**src/rtl/hpll_tc_pkg.sv**
```systemverilog
package hpll_tc_pkg;

    typedef enum logic [1:0] {
        TC_FAST = 2'b00,
        TC_MED  = 2'b01,
        TC_SLOW = 2'b10
    } tc_e;

    typedef enum logic [1:0] {
        MD_FAST  = 2'b00,
        MD_AUTO  = 2'b01,
        MD_SLOW  = 2'b10,
        MD_SLOW2 = 2'b11
    } mode_e;

endpackage

```
**src/rtl/field_line_ctr.sv**
```systemverilog
module field_line_ctr #(
    parameter int VL_W = 10
) (
    input  logic            clk,
    input  logic            rst_n,
    input  logic            vstart_i,
    input  logic            line_i,
    output logic [VL_W-1:0] vline_o
);

    typedef struct packed {
        logic [VL_W-1:0] vline;
    } st_t;

    st_t st_d, st_q;

    always_comb begin
        st_d = st_q;
        if (vstart_i) begin
            st_d.vline = '0;
        end else if (line_i && (st_q.vline != '1)) begin
            st_d.vline = st_q.vline + 1'b1;
        end
    end

    always_ff @(posedge clk or negedge rst_n) begin
        if (!rst_n) begin
            st_q.vline <= '1;
        end else begin
            st_q <= st_d;
        end
    end

    assign vline_o = st_q.vline;


    vstart_zero_chk: assert property (@(posedge clk) disable iff (!rst_n)
        vstart_i |=> (vline_o == '0));

endmodule

```
**src/rtl/noise_qual.sv**
```systemverilog
module noise_qual #(
    parameter int VL_W     = 10,
    parameter int NS_START = 65,
    parameter int NS_LEN   = 15
) (
    input  logic            clk,
    input  logic            rst_n,
    input  logic            vstart_i,
    input  logic [VL_W-1:0] vline_i,
    input  logic            cmp_i,
    output logic            noise_o
);

    localparam logic [VL_W-1:0] NS_LO = VL_W'(NS_START);
    localparam logic [VL_W-1:0] NS_HI = VL_W'(NS_START + NS_LEN - 1);

    typedef struct packed {
        logic hit;
        logic prev;
        logic flag;
    } st_t;

    st_t  st_d, st_q;
    logic in_win;

    always_comb begin
        in_win = (vline_i >= NS_LO) && (vline_i <= NS_HI);
        st_d   = st_q;
        if (vstart_i) begin
            st_d.flag = st_q.hit && st_q.prev;
            st_d.prev = st_q.hit;
            st_d.hit  = 1'b0;
        end else if (in_win && cmp_i) begin
            st_d.hit = 1'b1;
        end
    end

    always_ff @(posedge clk or negedge rst_n) begin
        if (!rst_n) begin
            st_q <= '0;
        end else begin
            st_q <= st_d;
        end
    end

    assign noise_o = st_q.flag;


    noise_rise_chk: assert property (@(posedge clk) disable iff (!rst_n)
        $rose(noise_o) |-> $past(vstart_i));


    noise_fall_chk: assert property (@(posedge clk) disable iff (!rst_n)
        $fell(noise_o) |-> $past(vstart_i));

endmodule

```
**src/rtl/tc_policy.sv**
```systemverilog
module tc_policy
    import hpll_tc_pkg::*;
(
    input  logic       clk,
    input  logic       rst_n,
    input  logic       line_i,
    input  logic [1:0] mode_i,
    input  logic       lock_i,
    input  logic       noise_i,
    input  logic       vretrace_i,
    output tc_e        tc_o,
    output logic       boost_o
);

    typedef struct packed {
        tc_e  tc;
        logic boost;
    } st_t;

    st_t st_d, st_q;

    always_comb begin
        st_d = st_q;
        if (line_i) begin
            if (mode_i == MD_FAST) begin
                st_d.tc    = TC_FAST;
                st_d.boost = 1'b0;
            end else if (!lock_i) begin
                st_d.tc    = TC_MED;
                st_d.boost = 1'b0;
            end else if ((mode_i == MD_AUTO) && !noise_i) begin
                st_d.tc    = TC_MED;
                st_d.boost = vretrace_i;
            end else begin
                st_d.tc    = TC_SLOW;
                st_d.boost = vretrace_i;
            end
        end
    end

    always_ff @(posedge clk or negedge rst_n) begin
        if (!rst_n) begin
            st_q.tc    <= TC_MED;
            st_q.boost <= 1'b0;
        end else begin
            st_q <= st_d;
        end
    end

    assign tc_o    = st_q.tc;
    assign boost_o = st_q.boost;


    fast_mode_chk: assert property (@(posedge clk) disable iff (!rst_n)
        (line_i && (mode_i == 2'b00)) |=> ((tc_o == TC_FAST) && !boost_o));


    unlock_med_chk: assert property (@(posedge clk) disable iff (!rst_n)
        (line_i && !lock_i && (mode_i != 2'b00)) |=> ((tc_o == TC_MED) && !boost_o));


    tc_hold_chk: assert property (@(posedge clk) disable iff (!rst_n)
        !line_i |=> ($stable(tc_o) && $stable(boost_o)));

endmodule

```
**src/rtl/sync_gate.sv**
```systemverilog
module sync_gate
    import hpll_tc_pkg::*;
#(
    parameter int VL_W      = 10,
    parameter int PIX_W     = 9,
    parameter int SYNC_POS  = 32,
    parameter int HALF_WIN  = 21,
    parameter int ACG_START = 11,
    parameter int PIC_START = 23
) (
    input  logic            clk,
    input  logic            rst_n,
    input  logic            line_i,
    input  logic [VL_W-1:0] vline_i,
    input  tc_e             tc_i,
    input  logic [1:0]      mode_i,
    input  logic            noise_i,
    input  logic            acg_en_i,
    input  logic            sync_i,
    output logic            gate_o,
    output logic            sync_o
);

    localparam logic [PIX_W-1:0] WIN_LO = PIX_W'(SYNC_POS - HALF_WIN);
    localparam logic [PIX_W-1:0] WIN_HI = PIX_W'(SYNC_POS + HALF_WIN);
    localparam logic [VL_W-1:0]  ACG_LO = VL_W'(ACG_START);
    localparam logic [VL_W-1:0]  ACG_HI = VL_W'(PIC_START - 1);

    typedef struct packed {
        logic [PIX_W-1:0] pix;
    } st_t;

    st_t  st_d, st_q;
    logic in_win;
    logic acg_band;
    logic acg_on;
    logic narrow;

    always_comb begin
        st_d = st_q;
        if (line_i) begin
            st_d.pix = '0;
        end else if (st_q.pix != '1) begin
            st_d.pix = st_q.pix + 1'b1;
        end
    end

    always_ff @(posedge clk or negedge rst_n) begin
        if (!rst_n) begin
            st_q.pix <= '1;
        end else begin
            st_q <= st_d;
        end
    end

    always_comb begin
        in_win   = (st_q.pix >= WIN_LO) && (st_q.pix <= WIN_HI);
        acg_band = (vline_i >= ACG_LO) && (vline_i <= ACG_HI);
        acg_on   = acg_band && acg_en_i && !noise_i &&
                   ((mode_i == MD_FAST) || (mode_i == MD_AUTO));
        narrow   = (tc_i == TC_SLOW) || acg_on;
        gate_o   = narrow ? in_win : 1'b1;
        sync_o   = sync_i && gate_o;
    end


    slow_origin_closed_chk: assert property (@(posedge clk) disable iff (!rst_n)
        (line_i ##1 (tc_i == TC_SLOW)) |-> !gate_o);

endmodule

```
**src/rtl/hpll_tc_ctrl.sv**
```systemverilog
module hpll_tc_ctrl
    import hpll_tc_pkg::*;
#(
    parameter int VL_W      = 10,
    parameter int PIX_W     = 9,
    parameter int NS_START  = 65,
    parameter int NS_LEN    = 15,
    parameter int SYNC_POS  = 32,
    parameter int HALF_WIN  = 21,
    parameter int ACG_START = 11,
    parameter int PIC_START = 23
) (
    input  logic       clk,
    input  logic       rst_n,
    input  logic [1:0] mode_i,
    input  logic       lock_i,
    input  logic       vretrace_i,
    input  logic       vstart_i,
    input  logic       line_i,
    input  logic       sync_i,
    input  logic       noise_cmp_i,
    input  logic       acg_en_i,
    output logic [1:0] tc_o,
    output logic       boost_o,
    output logic       gate_o,
    output logic       sync_o,
    output logic       noise_o
);

    logic [VL_W-1:0] vline_w;
    logic            noise_w;
    tc_e             tc_w;

    field_line_ctr #(.VL_W(VL_W)) u_lines (
        .clk      (clk),
        .rst_n    (rst_n),
        .vstart_i (vstart_i),
        .line_i   (line_i),
        .vline_o  (vline_w)
    );

    noise_qual #(
        .VL_W     (VL_W),
        .NS_START (NS_START),
        .NS_LEN   (NS_LEN)
    ) u_noise (
        .clk      (clk),
        .rst_n    (rst_n),
        .vstart_i (vstart_i),
        .vline_i  (vline_w),
        .cmp_i    (noise_cmp_i),
        .noise_o  (noise_w)
    );

    tc_policy u_policy (
        .clk        (clk),
        .rst_n      (rst_n),
        .line_i     (line_i),
        .mode_i     (mode_i),
        .lock_i     (lock_i),
        .noise_i    (noise_w),
        .vretrace_i (vretrace_i),
        .tc_o       (tc_w),
        .boost_o    (boost_o)
    );

    sync_gate #(
        .VL_W      (VL_W),
        .PIX_W     (PIX_W),
        .SYNC_POS  (SYNC_POS),
        .HALF_WIN  (HALF_WIN),
        .ACG_START (ACG_START),
        .PIC_START (PIC_START)
    ) u_gate (
        .clk      (clk),
        .rst_n    (rst_n),
        .line_i   (line_i),
        .vline_i  (vline_w),
        .tc_i     (tc_w),
        .mode_i   (mode_i),
        .noise_i  (noise_w),
        .acg_en_i (acg_en_i),
        .sync_i   (sync_i),
        .gate_o   (gate_o),
        .sync_o   (sync_o)
    );

    assign tc_o    = tc_w;
    assign noise_o = noise_w;


    gate_cause_chk: assert property (@(posedge clk) disable iff (!rst_n)
        !gate_o |-> ((tc_o == 2'b10) || (acg_en_i && !noise_o && !mode_i[1])));


    auto_clean_chk: assert property (@(posedge clk) disable iff (!rst_n)
        (line_i && lock_i && (mode_i == 2'b01) && !noise_o) |=> (tc_o == 2'b01));

endmodule

```
**config.mk**
```make
export PLATFORM = sky130hd
export DESIGN_NAME = hpll_tc_ctrl
export DESIGN_NICKNAME = d
export VERILOG_FILES = /design/src/rtl/hpll_tc_pkg.sv /design/src/rtl/field_line_ctr.sv /design/src/rtl/noise_qual.sv /design/src/rtl/tc_policy.sv /design/src/rtl/sync_gate.sv /design/src/rtl/hpll_tc_ctrl.sv
export SDC_FILE = /design/constraint.sdc
export NUM_CORES = 1
export LEC_CHECK = 0
export BUFFER_PORTS_ARGS = -buffer_cell sky130_fd_sc_hd__buf_2
export CORE_MARGIN = 1
export CORE_UTILIZATION = 57
export DETAILED_ROUTE_END_ITERATION = 6
export GPL_ROUTABILITY_DRIVEN = 0
export PLACE_DENSITY = 0.79
export SLEW_MARGIN = 20
export SYNTH_ARGS = -nofsm -noshare
export SYNTH_HDL_FRONTEND = slang
export SYNTH_SLANG_ARGS = --single-unit
```
**constraint.sdc**
```tcl
create_clock -name clk -period 2.8 [get_ports clk]
set_input_delay 0.42 -clock clk [delete_from_list [all_inputs] [get_ports clk]]
set_output_delay 0.42 -clock clk [all_outputs]
set_load 0.03 [all_outputs]
```
# Word level (Yosys, flattened, before mapping)
# Index checks and enable logic that the tools add are counted.
totals:
  out_inout_bits: 6
  inputBits: 11
  regBits: 25
  wordCells: 47
classes:
  reduce_logical: 18
  add_sub_neg: 2
  n_eq_ne: 4
  muxes: 10
  n_lt_le_gt_ge: 6
ops:
  columns: ["operator", "n"]
  rows:
  - ["$mux W10", 2]
  - ["$mux W9", 2]
  - ["$logic_and A1 B1 Y1", 11]
  - ["$add A10 B1 Y10 const B", 1]
  - ["$ge A10 B4 Y1 const B", 1]
  - ["$ge A10 B7 Y1 const B", 1]
  - ["$le A10 B5 Y1 const B", 1]
  - ["$le A10 B7 Y1 const B", 1]
  - ["$ne A10 B10 Y1 const B", 1]
  - ["$add A9 B1 Y9 const B", 1]
  - ["$ge A9 B4 Y1 const B", 1]
  - ["$le A9 B6 Y1 const B", 1]
  - ["$mux W3", 3]
  - ["$ne A9 B9 Y1 const B", 1]
  - ["$reduce_bool A2 Y1", 3]
  - ["$mux W1", 3]
  - ["$eq A2 B1 Y1 const B", 1]
  - ["$eq A2 B2 Y1 const B", 1]
  - ["$logic_not A2 Y1", 1]
  - ["$logic_or A1 B1 Y1", 2]
  - ["$logic_not A1 Y1", 1]

# Depth between registers and ports, before layout
depth:
  ltp_word: 8
  depth_mapped: 8
  ltp_nobuf: 7

# Hierarchy
# A second synthesis with hierarchy kept.
unflattened:
  hier_cells: 149
  area_unflattened_um2: 1477.7
by_module_without_submodules:
  columns: ["module", "cells_each", "instances", "seq_area_each_um2", "area_each_um2"]
  rows:
  - ["sync_gate", 68, 1, 236.5, 645.6]
  - ["field_line_ctr", 55, 1, 262.8, 549.3]
  - ["noise_qual", 12, 1, 75.1, 147.6]
  - ["tc_policy", 14, 1, 76.3, 135.1]

# Worst setup path after synthesis
# No wires, ideal clock.
synth_path:
  path_type: "reg-to-output"
  start: "reg u_gate.st_q[2] (netlist name)"
  end: "out sync_o"
  stages_incl_launch_ff: 6
  t_required_ns: 2.380
  n_path_buf: 1
  t_arrival_ns: 1.850
  path_slack_ns: 0.530
  path_cell_list: "dfstp_2 > clkbuf_1 > a211o_1 > a211o_1 > o21ai_0 > o32ai_1"
synth_between:
  elab_chain_len: 4
  elab_cells_between_ends: 5
  classes_between: "order compare (2); mux (1); reduce/logical (2)"
synth_lines:
  columns: ["item", "line", "rtl"]
  rows:
  - ["from (decl)", "sync_gate.sv:33", "st_t st_d, st_q;"]
  - ["from (signal assigned)", "sync_gate.sv:52", "st_q <= st_d;"]
  - ["$ge A9 B4 Y1 or $le A9 B6 Y1 (tied branches)", "sync_gate.sv:57", "in_win = (st_q.pix >= WIN_LO) && (st_q.pix <= WIN_HI);"]
  - ["$logic_and A1 B1 Y1 (*)", "sync_gate.sv:57", null]
  - ["$mux W1 (*)", "sync_gate.sv:62", "gate_o = narrow ? in_win : 1'b1;"]
  - ["$logic_and A1 B1 Y1 (*)", "sync_gate.sv:63", "sync_o = sync_i && gate_o;"]
  - ["to (decl)", "hpll_tc_ctrl.sv:26", "output logic sync_o,"]
# Mark *: on every way between the ends. The rest lies on a longest branch, timed or not.

# Final worst setup path
layout_path:
  start: "reg u_gate.st_q[0] (netlist name)"
  end: "out sync_o"
# The elaborated chain is that of the path after synthesis.

==> metrics.cfg <==
[run_status]
status = completed

[clock_network]
cts-root-buf = clkbuf_4
ctsResizeCount = 0
cts.path.max_buffers = 2
cts_buffers = 3
path_clk_slew_ns = 0.14
worstSkewPairLatency_ns = 0.31
postCtsSetupBuffers = 0
htree_levels = 1
cts.sinks = 25
cts-hold-fix-buffers = 0
cts_tree = yes

[timing]
finalHoldViolations = 0
worst_slew_pin_slew_ns = 0.5463
finalCritPeriodShare_pct = 85.55
final.min_clock_period_ns = 2.395
max_slew_margin_pct = 63.58
grt_setup_unrepaired = no
fmax_ghz = 0.4175
finalSetupViolations = 0
hold_ws_ns = 0.06495
tns_ns = 0
finalMaxSlewViolations = 0
fin_skew_ns = 0.008427

[pwr]
intPower_mw = 0.4640
seqPwrFrac_pct = 61.8
ir_drop_mv = 0.3560
power.switching_mw = 0.1712
p_comb_share_pct = 13.3
clkPwrFrac_pct = 24.9
p_leak_nw = 0.6698
switching_share_pct = 26.95
powerDensity_nw_per_um2 = 398.8

[grt]
grt_antenna_before_repair = 0
gr-usage-all-layers_pct = 23.57
overflow = 0
grt_first_pass_wirelength_um = 4754
grt_pass1_vias = 1146
grt_max_degree = 26

[synth]
synth_warnings = 0
synth-seq-cells = 25
avgSynthCellArea_um2 = 9.942
syn_area_um2 = 1481
synthDistinctLibCells = 41
synthMostInstantiatedCell = nor2_1
synthArstFlopShare_pct = 100.0
syn_nets = 167
ys_top_cells_by_count = nor2_1 (21), dfstp_2 (20), inv_1 (12)
synth_ff_type = dfstp_2
netlist_instances = 149
seq_area_frac_synth_pct = 43.92
synth_area_leaders = dfstp_2 (35%), dfrtp_1 (8.4%), ha_1 (5.9%)
synth_edf_count = 0
synth_top_area_share_pct = 35.47
synth_top_cell_by_area = dfstp_2

[hold_path]
hold_class = primary input to asynchronous set/reset pin

[worst_setup_path]
r2r_cells = 7
crit_family = compound AO/OA/AOI/OAI gates
cpMostUsedCell = a211o_1
crit_slowest_cell = dfstp_2
r2r_setup_slack_ns = 0.76
crit_fanout = 6
r2r-end = u_gate.st_q[5]$_DFFE_PN1P_
setup.worst_path.end_class = output pin
worstPathRequired_ns = 2.38
worstPathCellList = ha_1 > a211o_1 > a211o_1 > o21ai_0 > o32ai_1 > buf_2
r2r-start = u_gate.st_q[2]$_DFFE_PN1P_
arrival_ns = 1.98
crit_path_start_kind = flip-flop
slowest_delay_ns = 0.61
crit_buf_inv = 1
criticalPathCategory = flip-flop to output pin

[finish]
antenna_cells = 0
final_nets = 183
area_growth_pct = 7.517
final_cells = 194
fin_util_pct = 64.29
drive_above_1_share_pct = 29.88

[floorplan]
rows = 18
dieArea_um2 = 2807
io_pins = 17
core_um2 = 2477
die_w_um = 52.98
initial_utilization_pct = 59.80
die_h_um = 52.98

[routing]
vias_per_cell = 5.845
num_vias = 1134
ant_nets = 0
route.detailed.wl_per_inst_um = 14.69
wirelength_um = 2849
drt-initial-drc-count = 19
dr.pass1.iters = 4
drc = 0

[placed_design]
place_hpwl_um = 2128
placedCellCount = 190
io_buffers = 16

[flow_run]
max_cap_violations = 0

power by group through the flow:
| stage | sequential, mW | clock (mW) | combinational (mW) |
|---|---|---|---|
| floorplan | 0.402 | 0 | 0.0507 |
| global placement | 0.397 | 0 | 0.0809 |
| detailed placement | 0.398 | 0 | 0.0856 |
| CTS | 0.393 | 0.168 | 0.0856 |
| global route | 0.395 | 0.181 | 0.0953 |
| finish | 0.393 | 0.158 | 0.0844 |
worst reg2reg max path: stages (launching register included):
cell	delay (ns)
dfstp_2	0.63
and4_1	0.27
and4_1	0.21
ha_1	0.28
and3b_1	0.24
nand4_1	0.12
xor2_1	0.16
nor2_1	0.06
cell usage in the layout (no fill, tap or decap), types with 2 or more instances in the layout:
| cell | netlist | final |
|---|---|---|
| nor3_1 | 2 | 2 |
| nand4_2 | 2 | 2 |
| and4_1 | 4 | 4 |
| buf_2 | 0 | 16 |
| dfrtp_1 | 5 | 5 |
| a211o_1 | 2 | 2 |
| nor2_1 | 21 | 21 |
| a21oi_1 | 6 | 6 |
| xor2_1 | 7 | 7 |
| dfstp_2 | 20 | 20 |
| ha_1 | 7 | 7 |
| o21ai_0 | 8 | 8 |
| xnor2_1 | 5 | 5 |
| o2111ai_1 | 2 | 2 |
| mux2i_1 | 3 | 3 |
| nand3_1 | 5 | 5 |
| nand2_1 | 8 | 8 |
| o211ai_1 | 2 | 2 |
| clkbuf_4 | 0 | 3 |
| inv_1 | 12 | 12 |
| o22ai_1 | 2 | 2 |
| nand4_1 | 2 | 2 |
registers in the layout, indices dropped and copies added, names as in the netlist:
name,cells
u_policy.boost_o,1
u_lines.vline_o,10
u_gate.st_q,9
u_noise.noise_o,1
u_noise.st_q,2
u_policy.tc_o,2
cell type report:
type / count / area (um^2)
clock inverter: 1 / 5.005
sequential: 25 / 650.6
tap: 30 / 37.54
clock buffer: 3 / 22.52
timing repair buffer: 16 / 80.08
inverter: 12 / 45.04
fill: 209 / 884.6
multi-input combinational: 107 / 752.0
how the worst max path moves through the flow:
stage	from	endpoint	slack [ns]	cells past startpoint
after floorplan	u_gate.st_q[2]$_DFFE_PN1P_	sync_o	0.53	5
after global routing	u_gate.st_q[0]$_DFFE_PN1P_	sync_o	0.32	6
final	u_gate.st_q[0]$_DFFE_PN1P_	sync_o	0.40	6
after detailed placement	u_gate.st_q[0]$_DFFE_PN1P_	sync_o	0.77	6
after CTS	u_gate.st_q[0]$_DFFE_PN1P_	sync_o	0.39	6
after global placement	u_gate.st_q[2]$_DFFE_PN1P_	u_gate.st_q[5]$_DFFE_PN1P_	0.85	7
routing by layer:
| layer | track usage, % | routed length, um |
|---|---|---|
| met5 | 0 | 0 |
| met2 | 44.94 | 1478 |
| met1 | 24.91 | 1232 |
| met3 | 2.874 | 78 |
| met4 | 11.84 | 60 |
per-stage QoR:
| stage | power, mW | cell area [um^2] | setup slack [ns] |
|---|---|---|---|
| finish | 0.6352 | 1593 | 0.4045 |
| global route | 0.6712 | 1593 | 0.3173 |
| CTS | 0.6463 | 1593 | 0.3928 |
| detailed placement | 0.4838 | 1565 | 0.7672 |
| global placement | 0.4779 | 1565 | 0.8467 |
| floorplan | 0.4522 | 1481 | 0.5295 |
cell families (layout without fill, tap and decap cells):
| family | after synthesis | in the layout | synth area share [%] |
|---|---|---|---|
| AOI/OAI and AO/OA | 28 | 28 | 13.51 |
| xor gates and xnor gates | 12 | 12 | 7.095 |
| adders and majority gates | 7 | 7 | 5.912 |
| buffers and inverters | 17 | 32 | 5.321 |
| DFF | 25 | 25 | 43.92 |
| muxes | 4 | 4 | 2.787 |
| and+or+nand+nor | 56 | 56 | 21.45 |
No activity file was read; power rests on OpenSTA's default activity.
